`src/rtl/irqseq_pkg.sv`:
```
package irqseq_pkg;

  localparam int ADDR_W = 16;
  localparam int DATA_W = 8;

  // status bit positions that are forced on a push
  localparam int PSW_BRK_BIT    = 4;
  localparam int PSW_UNUSED_BIT = 5;

  // low-byte address of each handler slot; high byte sits one above
  localparam logic [ADDR_W-1:0] SLOT_NMI = 16'hFFFA;
  localparam logic [ADDR_W-1:0] SLOT_RST = 16'hFFFC;
  localparam logic [ADDR_W-1:0] SLOT_IRQ = 16'hFFFE;

  typedef enum logic [2:0] {
    ST_IDLE,
    ST_LEAD,
    ST_PUSH_HI,
    ST_PUSH_LO,
    ST_PUSH_PS,
    ST_VEC_LO,
    ST_VEC_HI,
    ST_LOAD
  } seq_state_t;

  typedef enum logic [1:0] {
    EV_RESET = 2'd0,
    EV_NMI   = 2'd1,
    EV_IRQ   = 2'd2
  } ev_kind_t;

  function automatic logic [ADDR_W-1:0] slot_of(input ev_kind_t k);
    case (k)
      EV_NMI:  slot_of = SLOT_NMI;
      EV_IRQ:  slot_of = SLOT_IRQ;
      default: slot_of = SLOT_RST;
    endcase
  endfunction

endpackage

```
`src/rtl/irqseq_arbiter.sv`:
```
module irqseq_arbiter (
  input  logic clk,
  input  logic rst_n,
  input  logic nmi_req,
  input  logic irq_req,
  input  logic i_flag,
  input  logic halted,
  input  logic step_boundary,
  input  logic seq_idle,
  output logic take_nmi,
  output logic take_irq
);

  logic nmi_prev_q, nmi_prev_d;
  logic nmi_pend_q, nmi_pend_d;
  logic nmi_edge;
  logic at_boundary;

  always_comb begin
    nmi_edge    = nmi_req & ~nmi_prev_q;
    at_boundary = seq_idle & step_boundary;
    take_nmi    = at_boundary & nmi_pend_q;
    take_irq    = at_boundary & ~nmi_pend_q & irq_req & ~i_flag & ~halted;
    nmi_prev_d  = nmi_req;
    nmi_pend_d  = nmi_edge | (nmi_pend_q & ~take_nmi);
  end

  always_ff @(posedge clk or negedge rst_n) begin
    if (!rst_n) begin
      nmi_prev_q <= 1'b0;
      nmi_pend_q <= 1'b0;
    end else begin
      nmi_prev_q <= nmi_prev_d;
      nmi_pend_q <= nmi_pend_d;
    end
  end

  // servicing drops the pending event unless a fresh edge arrived
  assert_nmi_clear_R5: assert property (@(posedge clk) disable iff (!rst_n)
    (take_nmi && !nmi_edge) |=> !nmi_pend_q);

  // a caught edge is remembered until serviced
  assert_nmi_hold_R4: assert property (@(posedge clk) disable iff (!rst_n)
    (nmi_pend_q && !take_nmi) |=> nmi_pend_q);

endmodule

```
`src/rtl/irqseq_stack.sv`:
```
module irqseq_stack #(
  parameter logic [7:0] STACK_PAGE = 8'h01,
  parameter logic [7:0] SP_INIT    = 8'h00
) (
  input  logic        clk,
  input  logic        rst_n,
  input  logic        push_step,
  output logic [7:0]  sp,
  output logic [15:0] stack_addr
);

  logic [7:0] sp_q, sp_d;

  always_comb begin
    sp_d = sp_q;
    if (push_step) sp_d = sp_q - 8'd1;
  end

  always_ff @(posedge clk or negedge rst_n) begin
    if (!rst_n) sp_q <= SP_INIT;
    else        sp_q <= sp_d;
  end

  assign sp         = sp_q;
  assign stack_addr = {STACK_PAGE, sp_q};

  // the pointer only moves by one, and only on a push
  assert_sp_step_R6: assert property (@(posedge clk) disable iff (!rst_n)
    push_step |=> (sp_q == $past(sp_q) - 8'd1));
  assert_sp_hold_R6: assert property (@(posedge clk) disable iff (!rst_n)
    !push_step |=> $stable(sp_q));

endmodule

```
`src/rtl/irqseq_ctrl.sv`:
```
module irqseq_ctrl
  import irqseq_pkg::*;
#(
  parameter logic [7:0] STACK_PAGE = 8'h01
) (
  input  logic              clk,
  input  logic              rst_n,
  input  logic              take_nmi,
  input  logic              take_irq,
  input  logic [ADDR_W-1:0] pc_cur,
  input  logic [DATA_W-1:0] psw_cur,
  input  logic [DATA_W-1:0] rd_data,
  input  logic [ADDR_W-1:0] stack_addr,
  output logic              push_step,
  output logic [ADDR_W-1:0] bus_addr,
  output logic [DATA_W-1:0] wr_data,
  output logic              rd_en,
  output logic              wr_en,
  output logic [ADDR_W-1:0] pc_new,
  output logic              pc_load,
  output logic              set_i,
  output logic              busy,
  output logic              seq_idle,
  output ev_kind_t          ev_kind
);

  seq_state_t        state_q, state_d;
  ev_kind_t          kind_q, kind_d;
  logic [ADDR_W-1:0] pc_hold_q, pc_hold_d;
  logic [DATA_W-1:0] psw_hold_q, psw_hold_d;
  logic [DATA_W-1:0] vec_lo_q, vec_lo_d;
  logic [ADDR_W-1:0] pc_new_q, pc_new_d;
  logic [DATA_W-1:0] psw_pushed;
  logic [ADDR_W-1:0] slot_base;

  // next-state process
  always_comb begin
    state_d    = state_q;
    kind_d     = kind_q;
    pc_hold_d  = pc_hold_q;
    psw_hold_d = psw_hold_q;
    vec_lo_d   = vec_lo_q;
    pc_new_d   = pc_new_q;
    case (state_q)
      ST_IDLE: begin
        if (take_nmi || take_irq) begin
          state_d    = ST_LEAD;
          kind_d     = take_nmi ? EV_NMI : EV_IRQ;
          pc_hold_d  = pc_cur;
          psw_hold_d = psw_cur;
        end
      end
      ST_LEAD:    state_d = ST_PUSH_HI;
      ST_PUSH_HI: state_d = ST_PUSH_LO;
      ST_PUSH_LO: state_d = ST_PUSH_PS;
      ST_PUSH_PS: state_d = ST_VEC_LO;
      ST_VEC_LO: begin
        state_d  = ST_VEC_HI;
        vec_lo_d = rd_data;
      end
      ST_VEC_HI: begin
        state_d  = ST_LOAD;
        pc_new_d = {rd_data, vec_lo_q};
      end
      ST_LOAD:    state_d = ST_IDLE;
      default:    state_d = ST_IDLE;
    endcase
  end

  // register process
  always_ff @(posedge clk or negedge rst_n) begin
    if (!rst_n) begin
      state_q    <= ST_LEAD;
      kind_q     <= EV_RESET;
      pc_hold_q  <= '0;
      psw_hold_q <= '0;
      vec_lo_q   <= '0;
      pc_new_q   <= '0;
    end else begin
      state_q    <= state_d;
      kind_q     <= kind_d;
      pc_hold_q  <= pc_hold_d;
      psw_hold_q <= psw_hold_d;
      vec_lo_q   <= vec_lo_d;
      pc_new_q   <= pc_new_d;
    end
  end

  // bus drive
  always_comb begin
    psw_pushed                 = psw_hold_q;
    psw_pushed[PSW_BRK_BIT]    = 1'b0;
    psw_pushed[PSW_UNUSED_BIT] = 1'b1;
    slot_base                  = slot_of(kind_q);

    push_step = (state_q == ST_PUSH_HI) || (state_q == ST_PUSH_LO) ||
                (state_q == ST_PUSH_PS);
    wr_en     = push_step && (kind_q != EV_RESET);
    rd_en     = (state_q == ST_VEC_LO) || (state_q == ST_VEC_HI);

    bus_addr = '0;
    wr_data  = '0;
    case (state_q)
      ST_PUSH_HI: begin bus_addr = stack_addr; wr_data = pc_hold_q[15:8]; end
      ST_PUSH_LO: begin bus_addr = stack_addr; wr_data = pc_hold_q[7:0];  end
      ST_PUSH_PS: begin bus_addr = stack_addr; wr_data = psw_pushed;      end
      ST_VEC_LO:  bus_addr = slot_base;
      ST_VEC_HI:  bus_addr = slot_base | 16'h0001;
      default: ;
    endcase
  end

  assign pc_new   = pc_new_q;
  assign pc_load  = (state_q == ST_LOAD);
  assign set_i    = (state_q == ST_LOAD);
  assign busy     = (state_q != ST_IDLE);
  assign seq_idle = (state_q == ST_IDLE);
  assign ev_kind  = kind_q;

  assert_strobe_excl_R9: assert property (@(posedge clk) disable iff (!rst_n)
    !(rd_en && wr_en));
  assert_wr_page_R9: assert property (@(posedge clk) disable iff (!rst_n)
    wr_en |-> (bus_addr[15:8] == STACK_PAGE));
  assert_rd_slot_R9: assert property (@(posedge clk) disable iff (!rst_n)
    rd_en |-> (bus_addr[15:3] == 13'h1FFF));
  assert_reset_silent_R1: assert property (@(posedge clk) disable iff (!rst_n)
    (kind_q == EV_RESET) |-> !wr_en);
  assert_load_pulse_R8: assert property (@(posedge clk) disable iff (!rst_n)
    pc_load |=> (!pc_load && !busy));
  assert_psw_push_R7: assert property (@(posedge clk) disable iff (!rst_n)
    (wr_en && $past(wr_en) && $past(wr_en, 2)) |->
      (wr_data[PSW_UNUSED_BIT] && !wr_data[PSW_BRK_BIT]));

endmodule

```
`src/rtl/irq_entry_seq.sv`:
```
module irq_entry_seq
  import irqseq_pkg::*;
#(
  parameter logic [7:0] STACK_PAGE  = 8'h01,
  parameter logic [7:0] SP_INIT     = 8'h00,
  parameter int         SYNC_STAGES = 2
) (
  input  logic        clk,
  input  logic        rst_n,
  input  logic        step_boundary,
  input  logic        nmi_req,
  input  logic        irq_req,
  input  logic        i_flag,
  input  logic        halted,
  input  logic [15:0] pc_cur,
  input  logic [7:0]  psw_cur,
  input  logic [7:0]  rd_data,
  output logic [15:0] bus_addr,
  output logic [7:0]  wr_data,
  output logic        rd_en,
  output logic        wr_en,
  output logic [15:0] pc_new,
  output logic        pc_load,
  output logic        set_i,
  output logic [7:0]  sp,
  output logic        busy
);

  localparam int SYNC_MSB = SYNC_STAGES - 1;

  // reset: asserted at once, released on the clock
  logic [SYNC_MSB:0] rst_sync_q;
  logic              rst_ni;

  always_ff @(posedge clk or negedge rst_n) begin
    if (!rst_n) rst_sync_q <= '0;
    else        rst_sync_q <= {rst_sync_q[SYNC_MSB-1:0], 1'b1};
  end
  assign rst_ni = rst_sync_q[SYNC_MSB];

  logic              take_nmi, take_irq, seq_idle, push_step;
  logic [ADDR_W-1:0] stack_addr;
  ev_kind_t          ev_kind;

  irqseq_arbiter u_arb (
    .clk           (clk),
    .rst_n         (rst_ni),
    .nmi_req       (nmi_req),
    .irq_req       (irq_req),
    .i_flag        (i_flag),
    .halted        (halted),
    .step_boundary (step_boundary),
    .seq_idle      (seq_idle),
    .take_nmi      (take_nmi),
    .take_irq      (take_irq)
  );

  irqseq_stack #(
    .STACK_PAGE (STACK_PAGE),
    .SP_INIT    (SP_INIT)
  ) u_stack (
    .clk        (clk),
    .rst_n      (rst_ni),
    .push_step  (push_step),
    .sp         (sp),
    .stack_addr (stack_addr)
  );

  irqseq_ctrl #(
    .STACK_PAGE (STACK_PAGE)
  ) u_ctrl (
    .clk        (clk),
    .rst_n      (rst_ni),
    .take_nmi   (take_nmi),
    .take_irq   (take_irq),
    .pc_cur     (pc_cur),
    .psw_cur    (psw_cur),
    .rd_data    (rd_data),
    .stack_addr (stack_addr),
    .push_step  (push_step),
    .bus_addr   (bus_addr),
    .wr_data    (wr_data),
    .rd_en      (rd_en),
    .wr_en      (wr_en),
    .pc_new     (pc_new),
    .pc_load    (pc_load),
    .set_i      (set_i),
    .busy       (busy),
    .seq_idle   (seq_idle),
    .ev_kind    (ev_kind)
  );

  // a maskable entry only starts from an unmasked, running core
  assert_irq_gate_R3: assert property (@(posedge clk) disable iff (!rst_ni)
    ($rose(busy) && ev_kind == EV_IRQ) |-> $past(!i_flag && !halted));

  // across a whole entry the pointer lands three below its start
  assert_sp_net_R6: assert property (@(posedge clk) disable iff (!rst_ni)
    pc_load |-> (sp == $past(sp, 6) - 8'd3));

  // a new entry only starts on a sampled boundary
  assert_start_boundary_R8: assert property (@(posedge clk) disable iff (!rst_ni)
    $rose(busy) |-> $past(step_boundary));

endmodule

```
`config.mk`:
```
export PLATFORM = sky130hd
export DESIGN_NAME = irq_entry_seq
export DESIGN_NICKNAME = d
export VERILOG_FILES = /design/src/rtl/irqseq_pkg.sv /design/src/rtl/irqseq_arbiter.sv /design/src/rtl/irqseq_stack.sv /design/src/rtl/irqseq_ctrl.sv /design/src/rtl/irq_entry_seq.sv
export SDC_FILE = /design/constraint.sdc
export NUM_CORES = 1
export LEC_CHECK = 0
export BUFFER_PORTS_ARGS = -buffer_cell sky130_fd_sc_hd__buf_2
export CAP_MARGIN = 20
export CORE_ASPECT_RATIO = 0.9
export CORE_MARGIN = 2
export CORE_UTILIZATION = 50
export DETAILED_ROUTE_END_ITERATION = 10
export PLACE_DENSITY = 0.79
export SETUP_SLACK_MARGIN = 0.5
export SLEW_MARGIN = 20
export SYNTH_ARGS = -nofsm -noshare
export SYNTH_HDL_FRONTEND = slang
export SYNTH_HIERARCHICAL = 1
export SYNTH_SLANG_ARGS = --single-unit
```
`constraint.sdc`:
```
create_clock -name clk -period 2.1 [get_ports clk]
set_input_delay 0.42 -clock clk [delete_from_list [all_inputs] [get_ports clk]]
set_output_delay 0.42 -clock clk [all_outputs]
set_load 0.02 [all_outputs]
```
After elaboration in Yosys (flattened, before gate mapping). Cells that the tools add are included.

$add $sub $neg: 1. Eq/ne operators: 10. Mux-type cells: 6. Bitwise operators: 14. Reductions and logical operators: 10.

Operator list (count): 16-bit case mux with 3 select lines (1); 3-bit case mux with 8 select lines (1); 8-bit case mux with 3 select lines (1); 3-bit == test, second input constant (4); 1-bit bitwise AND (8); 8-bit by 1-bit subtractor with 8-bit output, second input constant (1); 3-bit by 2-bit == test with 1-bit output, second input constant (2); 3-bit case mux with 2 select lines (1); 1-bit NOT (5); 1-bit logical OR (4); 3-bit by 1-bit == test with 1-bit output, second input constant (1); 3-bit logical NOT (1); 3-bit two-way mux (1); 3-bit nonzero test (1); 3-bit OR reduction (1); 2-bit by 1-bit == test with 1-bit output, second input constant (1); 2-bit == test, second input constant (1); 2-bit two-way mux (1); 2-bit inequality test, second input constant (1); 2-bit AND reduction (1); 2-bit nonzero test (1); 1-bit logical AND (1); 1-bit bitwise OR (1).

Register bits after elaboration: 65. Output and inout port bits: 53. Logic and storage cells: 51.

Depth between registers and ports, before layout. Gate-level depths: netlist of run 1.

Word-level depth: 9. Depth in mapped cells: 9.

Cells and area by module. Netlist of run 1, hierarchy kept.

By module, submodules not included: irqseq_ctrl (times used 1, cells an instance 171, area an instance 2418.6 µm²); irqseq_stack (times used 1, cells an instance 46, area an instance 481.7 µm²); irqseq_arbiter (times used 1, cells an instance 8, area an instance 107.6 µm²); irq_entry_seq (times used 1, cells an instance 3, area an instance 53.8 µm²).

Least setup slack after synthesis of run 1. Ideal clock, no wire load.

Kind: reg2reg. Start: register u_ctrl.state_q[2]. End: register u_ctrl.pc_hold_q[0]. Arrival: 1977 ps. Data required time: 1975 ps. Path slack: -2 ps. Stages on the path, launching flop included: 10. Clock period less this slack: 2102 ps. Cell sequence: dfrtp_1 > buf_6 > or3_4 > inv_1 > nand2_1 > nor4_4 > nor2_1 > nor2_8 > buf_12 > mux2_4.

Longest elaborated chain between the ends: 8. Elaborated cells between the ends (all ways): 9. Classes of those cells: 6 x bitwise; 3 x reduce/logical.

RTL lines: start, declared (RTL line irqseq_ctrl.sv:27) `seq_state_t state_q, state_d;`; start signal, assigned (RTL line irqseq_ctrl.sv:80) `state_q <= state_d;`; 3-bit logical NOT (RTL line irqseq_ctrl.sv:117) `assign seq_idle = (state_q == ST_IDLE);`; net seq_idle (RTL line irq_entry_seq.sv:41) `logic take_nmi, take_irq, seq_idle, push_step;`; 1-bit bitwise AND (RTL line irqseq_arbiter.sv:21) `at_boundary = seq_idle & step_boundary;`; 1-bit bitwise AND (4 in series) (RTL line irqseq_arbiter.sv:23) `take_irq = at_boundary & ~nmi_pend_q & irq_req & ~i_flag & ~halted;`; net take_irq (RTL line irq_entry_seq.sv:41); 1-bit logical OR (RTL line irqseq_ctrl.sv:46) `if (take_nmi || take_irq) begin`; 2-bit AND reduction (no line); end signal, assigned (RTL line irqseq_ctrl.sv:82) `pc_hold_q <= pc_hold_d;`; end, declared (RTL line irqseq_ctrl.sv:29) `logic [ADDR_W-1:0] pc_hold_q, pc_hold_d;`.

The timed path passes the listed nets, and every way through them passes these cells. A chain may end at the register's enable or synchronous reset.

Worst setup path in the final report of run 1.
Start: register u_ctrl.state_q[1]. End: output port bus_addr[2].

Longest elaborated chain between the ends: 3. Elaborated cells between the ends (all ways): 7. Classes of those cells: 5 x eq/ne; 1 x mux; 1 x reduce/logical.

RTL lines: 3-bit == test or 3-bit by 2-bit == test with 1-bit output (tied branches) (RTL line irqseq_ctrl.sv:103) `case (state_q)`; 3-bit OR reduction (no line); 16-bit case mux with 3 select lines * (RTL line irqseq_ctrl.sv:103); end, declared (RTL line irq_entry_seq.sv:18) `output logic [15:0] bus_addr,`.

Every way passes the cells marked *; elsewhere a longest branch is shown, timed or not.

==> results of run 1 <==
## cells in the final DEF (no fill, tap or decap), types with 6 or more instances in the layout
| master | instances |
|---|---|
| inv_1 | 6 |
| a21o_4 | 13 |
| buf_12 | 6 |
| buf_6 | 42 |
| dfrtp_1 | 60 |
| conb_1 | 9 |
| buf_2 | 60 |
| mux2i_1 | 7 |
| buf_4 | 18 |
| mux2_2 | 8 |
| o21ai_2 | 6 |
| clkbuf_8 | 9 |
| mux2_4 | 39 |
## synthesized netlist by cell type, types with 2 or more instances
master    number
dfrtp_1       62
mux2_2        28
buf_4         19
mux2_4        19
a21o_1        13
nand2_1       11
mux2i_1        9
inv_1          7
o21ai_0        7
buf_2          5
nor2_1         5
xor2_1         5
xnor2_1        4
a21oi_1        3
a22o_1         3
conb_1         3
ha_1           3
and3_1         2
buf_12         2
nand3b_1       2
## registers in the layout, summed over array words and instances (netlist names)
register           cells
rst_sync_q             2
u_arb/nmi_pend_q       1
u_arb/nmi_prev_q       1
u_ctrl/ev_kind         2
u_ctrl/pc_hold_q      16
u_ctrl/pc_new         16
u_ctrl/psw_hold_q      6
u_ctrl/state_q         3
u_ctrl/vec_lo_q        8
u_stack/sp             8
## report_power, final
part	leakage (nW)	internal, W	switching, W
Sequential	0.751	0.00181	0.000503
Clock	0.0956	0.000549	0.000504
Combinational	1.53	0.00325	0.00259
## per-stage QoR
stage | instance area [um2] | setup TNS [ns]
floorplan | 3330 | 0
global placement | 3740 | 0
detailed placement | 3740 | 0
CTS | 4520 | -1.07
global route | 4770 | -3.07
finish | 4770 | -1.27
## what timing repair did
item                       4_1_cts  5_1_grt
setup endpoints to repair       83       78
hold buffers                     1        0
pin swaps                       17       13
resized for setup               84       47
gates cloned                     5        1
hold endpoints to repair         2        0
buffers inserted                21        7
## kinds of logic (layout without fill, tap and decap cells)
kind of cell | after synthesis | in the layout | share of synthesized area [%]
compound gates | 27 | 27 | 6.01
xor+xnor | 9 | 9 | 2.57
fa+ha+maj | 3 | 3 | 1.23
buf+inv | 35 | 159 | 8.17
flops | 63 | 63 | 51.5
mux | 56 | 56 | 22.6
other cells | 3 | 9 | 0.368
simple gates | 32 | 34 | 7.56
## worst max-delay path by stage
| stage | slack [ns] | end | from | cells after the start |
|---|---|---|---|---|
| global placement | 0.14 | u_ctrl/psw_hold_q[1] | u_ctrl/state_q[1] | 8 |
| floorplan | 0.04 | u_ctrl/pc_hold_q[0] | u_ctrl/state_q[2] | 9 |
| detailed placement | 0.11 | bus_addr[0] | u_ctrl/state_q[2] | 5 |
| CTS | -0.08 | bus_addr[2] | u_ctrl/state_q[1] | 6 |
| finish | -0.07 | bus_addr[2] | u_ctrl/state_q[1] | 6 |
| global route | -0.12 | u_ctrl/pc_hold_q[2] | u_ctrl/state_q[1] | 10 |
## metal layers
metal / vias up / wire length, um / track usage, %
met5: - / 0 / 0
met4: 0 / 158 / 7.81
met3: 15 / 350 / 6.41
met2: 69 / 3930 / 35.2
met1: 1086 / 2990 / 25.4
li1: 1018 / - / -
## final cells by class
class	count	area, um2	area share (%)
inverters	7	28.8	0.603
repair buffers	136	1220	25.6
clock inverters	7	72.6	1.52
well taps	72	90.1	1.89
multi-input cells	138	1650	34.7
flip-flops and latches	63	1580	33.1
clock buffers	9	124	2.60
## worst max-delay path, cell delays in order (launching register included)
cell and delay [ns]:
dfrtp_1 0.42, buf_6 0.15, xor2_2 0.14, and2_4 0.18, buf_8 0.14, a22o_4 0.24, buf_6 0.13
==> flow_metrics.tcl, run 1 <==
set metrics [dict create \
    status "finished, violations left" \
    violations "negative setup slack" \
    drtPass1Iterations 4 \
    ys_seq_elements 63 \
    crit_type "flip-flop to output port" \
    worst_pin_slew_ns 0.535 \
    yosys_warnings 6 \
    ys.flop_type "dfrtp_1" \
    dieHeight_um 78.2 \
    vias 2188 \
    ys_seq_area_share_pct 51.5 \
    place_ws_ns 0.109 \
    cts_tree "yes" \
    fin_skew_ns 0.00866 \
    grt_pass1_wl_um 11000 \
    fillers 355 \
    reg2reg_depth 10 \
    root_buffer "clkbuf_8" \
    worstReg2RegEnd "u_ctrl/psw_hold_q[6]" \
    cp.required_ns 1.68 \
    clkLatencyLatePin_ns 0.34 \
    worstHoldPathType "input pin to flip-flop" \
    crit_fanout 6 \
    first_global_vias 2284 \
    first_iter_violations 64 \
    synth_area_per_cell_um2 13.4 \
    clkSlewWorstSetupHoldPaths_ns 0.07 \
    synth_top_area_share_pct 50.7 \
    period_needed_ns 2.17 \
    h-tree-depth 3 \
    yosys.area.top_type "dfrtp_1" \
    gp_congestion 0.713 \
    drv_cap 0 \
    cts.sinks 63 \
    p_leak_nw 2.37 \
    syn_area_um2 3060 \
    finalWorstSetupSlack_ns -0.0703 \
    dp_hpwl_um 3980 \
    regToRegStartpoint "u_ctrl/state_q[1]" \
    grt_usage_pct 21.0 \
    end_kind "output port" \
    post-route-period-util_pct 103 \
    hold_violations 0 \
    stdcell_count 432 \
    min_path_cells 1 \
    final_core_util_pct 79.3 \
    crit_path_start_kind "flip-flop" \
    hold-worst-slack_ns 0.205 \
    drt-total-wl_um 7430 \
    setup_violations 32 \
    fmax_ghz 0.461 \
    nNetsFinal 397 \
    num_io_pins 92 \
    grt_max_degree 40 \
    synth-edff-count 0 \
    numCtsBuffers 9 \
    antenna_found_initial 0 \
    route.antenna.remaining_nets 0 \
    die_w_um 86.5 \
    ir_drop_v 0.00109 \
    portBuffers 89 \
    ys_types 36 \
    slew_headroom_pct 64.3 \
    diodes 0 \
    area_growth_pct 55.8 \
    overflow 0 \
    worstHoldStart "nmi_req" \
    drc 0 \
    rrSetupSlack_ns -0.07 \
    postSynthCellCount 228 \
    dieArea_um2 6770 \
    power_w 0.00920 \
    vias_per_cell 5.06 \
    synth_area_leaders "dfrtp_1 51%, mux2_2 10%, mux2_4 9.3%" \
    clock_path_buffers 2 \
    final_layout_size_suffix_gt1_share_pct 70.6 \
    rsz0062_at_grt "yes" \
    slew_viol_final 0 \
    critPathArrivalTime_ns 1.75 \
    cellPowerDensity_nw_per_um2 1930 \
    wl_per_cell_um 17.2 \
    start_util_pct 50.9 \
    min_to "u_arb/nmi_prev_q" \
    place_inst 381 \
    postSynth.asyncResetShare_pct 100 \
    core_area_um2 6010 \
    rows 27 \
]
No activity file was read; power rests on OpenSTA's default activity.
==> inputs of run 2 (changes only) <==
--- a/config.mk
+++ b/config.mk
@@ -11,7 +11,7 @@
 export CORE_MARGIN = 2
 export CORE_UTILIZATION = 50
 export DETAILED_ROUTE_END_ITERATION = 10
-export PLACE_DENSITY = 0.79
+export PLACE_DENSITY = 0.76
 export SETUP_SLACK_MARGIN = 0.5
 export SLEW_MARGIN = 20
 export SYNTH_ARGS = -nofsm -noshare
==> flow_metrics.tcl, run 2 (synthesis results as in run 1) <==
set metrics [dict create \
    rsz0062_at_grt "yes" \
    cts.sinks 63 \
    fmax_ghz 0.457 \
    sequentialPowerShare_pct 24.2 \
    drtPass1Iterations 4 \
    place_inst 381 \
    drv_cap 0 \
    final_cell_mix "60 x buf_2, 60 x dfrtp_1, 51 x buf_6" \
    worstHoldStart "nmi_req" \
    crit_path_start_kind "flip-flop" \
    overflow 0 \
    dp_hpwl_um 4210 \
    p_leak_nw 2.42 \
    root_buffer "clkbuf_8" \
    fin_skew_ns 0.00727 \
    p_sw_share_pct 38.3 \
    grt_pass1_wl_um 11900 \
    hold_violations 0 \
    numCtsBuffers 9 \
    gp_congestion 0.709 \
    crit_fanout 8 \
    portBuffers 89 \
    nNetsFinal 399 \
    place_ws_ns 0.106 \
    final_area_um2 4830 \
    hold-worst-slack_ns 0.212 \
    clock_path_buffers 2 \
    clkSlewWorstSetupHoldPaths_ns 0.07 \
    setup_violations 20 \
    grt_use_met2_pct 41.4 \
    critPathArrivalTime_ns 1.77 \
    dieArea_um2 6770 \
    die_w_um 86.5 \
    vias_per_cell 5.06 \
    vias 2201 \
    core_area_um2 6010 \
    rows 27 \
    dieHeight_um 78.2 \
    fillers 351 \
    first_global_vias 2393 \
    slew_headroom_pct 56.4 \
    antenna_found_initial 1 \
    start_util_pct 50.9 \
    status "finished, violations left" \
    h-tree-depth 3 \
    ir_drop_v 0.000918 \
    multi_input_area_um2 1670 \
    p_int_w 0.00594 \
    final_layout_size_suffix_gt1_share_pct 71.3 \
    end_kind "output port" \
    seqCellArea_um2 1580 \
    use_met1_pct 26.2 \
    grtUsageMet3_pct 7.05 \
    placed_cell_area_um2 3750 \
    drc 0 \
    p_clk_share_pct 11.8 \
    worst_pin_slew_ns 0.654 \
    area_growth_pct 57.8 \
    crit_start "u_ctrl/state_q[2]" \
    rrSetupSlack_ns -0.06 \
    violations "negative setup slack" \
    stdcell_count 435 \
    final_core_util_pct 80.3 \
    wl_per_cell_um 18.6 \
    cellPowerDensity_nw_per_um2 1990 \
    p_comb_share_pct 64.0 \
    finalWorstSetupSlack_ns -0.0870 \
    drt-total-wl_um 8070 \
    period_needed_ns 2.19 \
    grt_usage_pct 23.1 \
    clkLatencyLatePin_ns 0.34 \
    route.antenna.remaining_nets 0 \
    first_iter_violations 116 \
    post-route-period-util_pct 104 \
    cts_tree "yes" \
    worstHoldPathType "input pin to flip-flop" \
    regToRegStartpoint "u_ctrl/state_q[0]" \
    crit_type "flip-flop to output port" \
    cp.required_ns 1.68 \
    busiest_layer "met2" \
    num_io_pins 92 \
    p_switching_w 0.00368 \
    grt_max_degree 34 \
    slew_viol_final 0 \
]
==> run 2: cell type report <==
cell class / instances / area share [%]
Antenna cell: 1 / 0.0518
Multi-Input combinational cell: 136 / 34.5
Clock buffer: 10 / 2.64
Clock inverter: 6 / 1.76
Sequential cell: 63 / 32.7
Timing Repair Buffer: 140 / 25.9
Tap cell: 72 / 1.86
Inverter: 7 / 0.596
==> run 2: final timing paths <==
check                                        to  cells past startpoint
hold reg to reg              u_ctrl/vec_lo_q[0]                      0
min in group asynchronous    u_ctrl/vec_lo_q[0]                      0
setup / recovery                    bus_addr[3]                      6
max in group asynchronous     u_ctrl/state_q[0]                      1
setup reg to reg           u_ctrl/pc_hold_q[12]                     10
hold / removal                 u_arb/nmi_prev_q                      1
==> run 2: power groups by stage <==
stage / Combinational, W / Sequential (W) / Clock, W
floorplan: 0.00307 / 0.00244 / 0
global placement: 0.00400 / 0.00221 / 0
detailed placement: 0.00409 / 0.00225 / 0
CTS: 0.00560 / 0.00227 / 0.00115
global route: 0.00645 / 0.00239 / 0.00123
finish: 0.00616 / 0.00233 / 0.00114
==> run 2: through the flow <==
stage / TNS [ns] / total power, W
after floorplan: 0 / 0.00551
after global placement: 0 / 0.00621
after detailed placement: 0 / 0.00634
after CTS: -0.814 / 0.00901
after global routing: -2.92 / 0.0101
final: -1.14 / 0.00963
==> run 2: critical path, cell delays in order, from the launching register on <==
cell and delay, ns:
dfrtp_1 0.39, buf_6 0.15, or3b_4 0.43, nand2_8 0.09, buf_12 0.13, a21o_4 0.12
buf_6 0.11
==> run 2: timing repair <==
item	4_1_cts	5_1_grt
hold buffers	1	0
setup buffers	24	8
gates resized for setup	112	37
hold endpoints to repair	2	0
setup endpoints to repair	60	86
gates cloned	3	1
pin swaps	20	7
==> run 2: layer usage <==
metal / vias up / share of wire (%)
met2: 75 / 54
met1: 1092 / 38
met3: 14 / 4.8
met5: - / 0
met4: 0 / 2.7
li1: 1020 / -
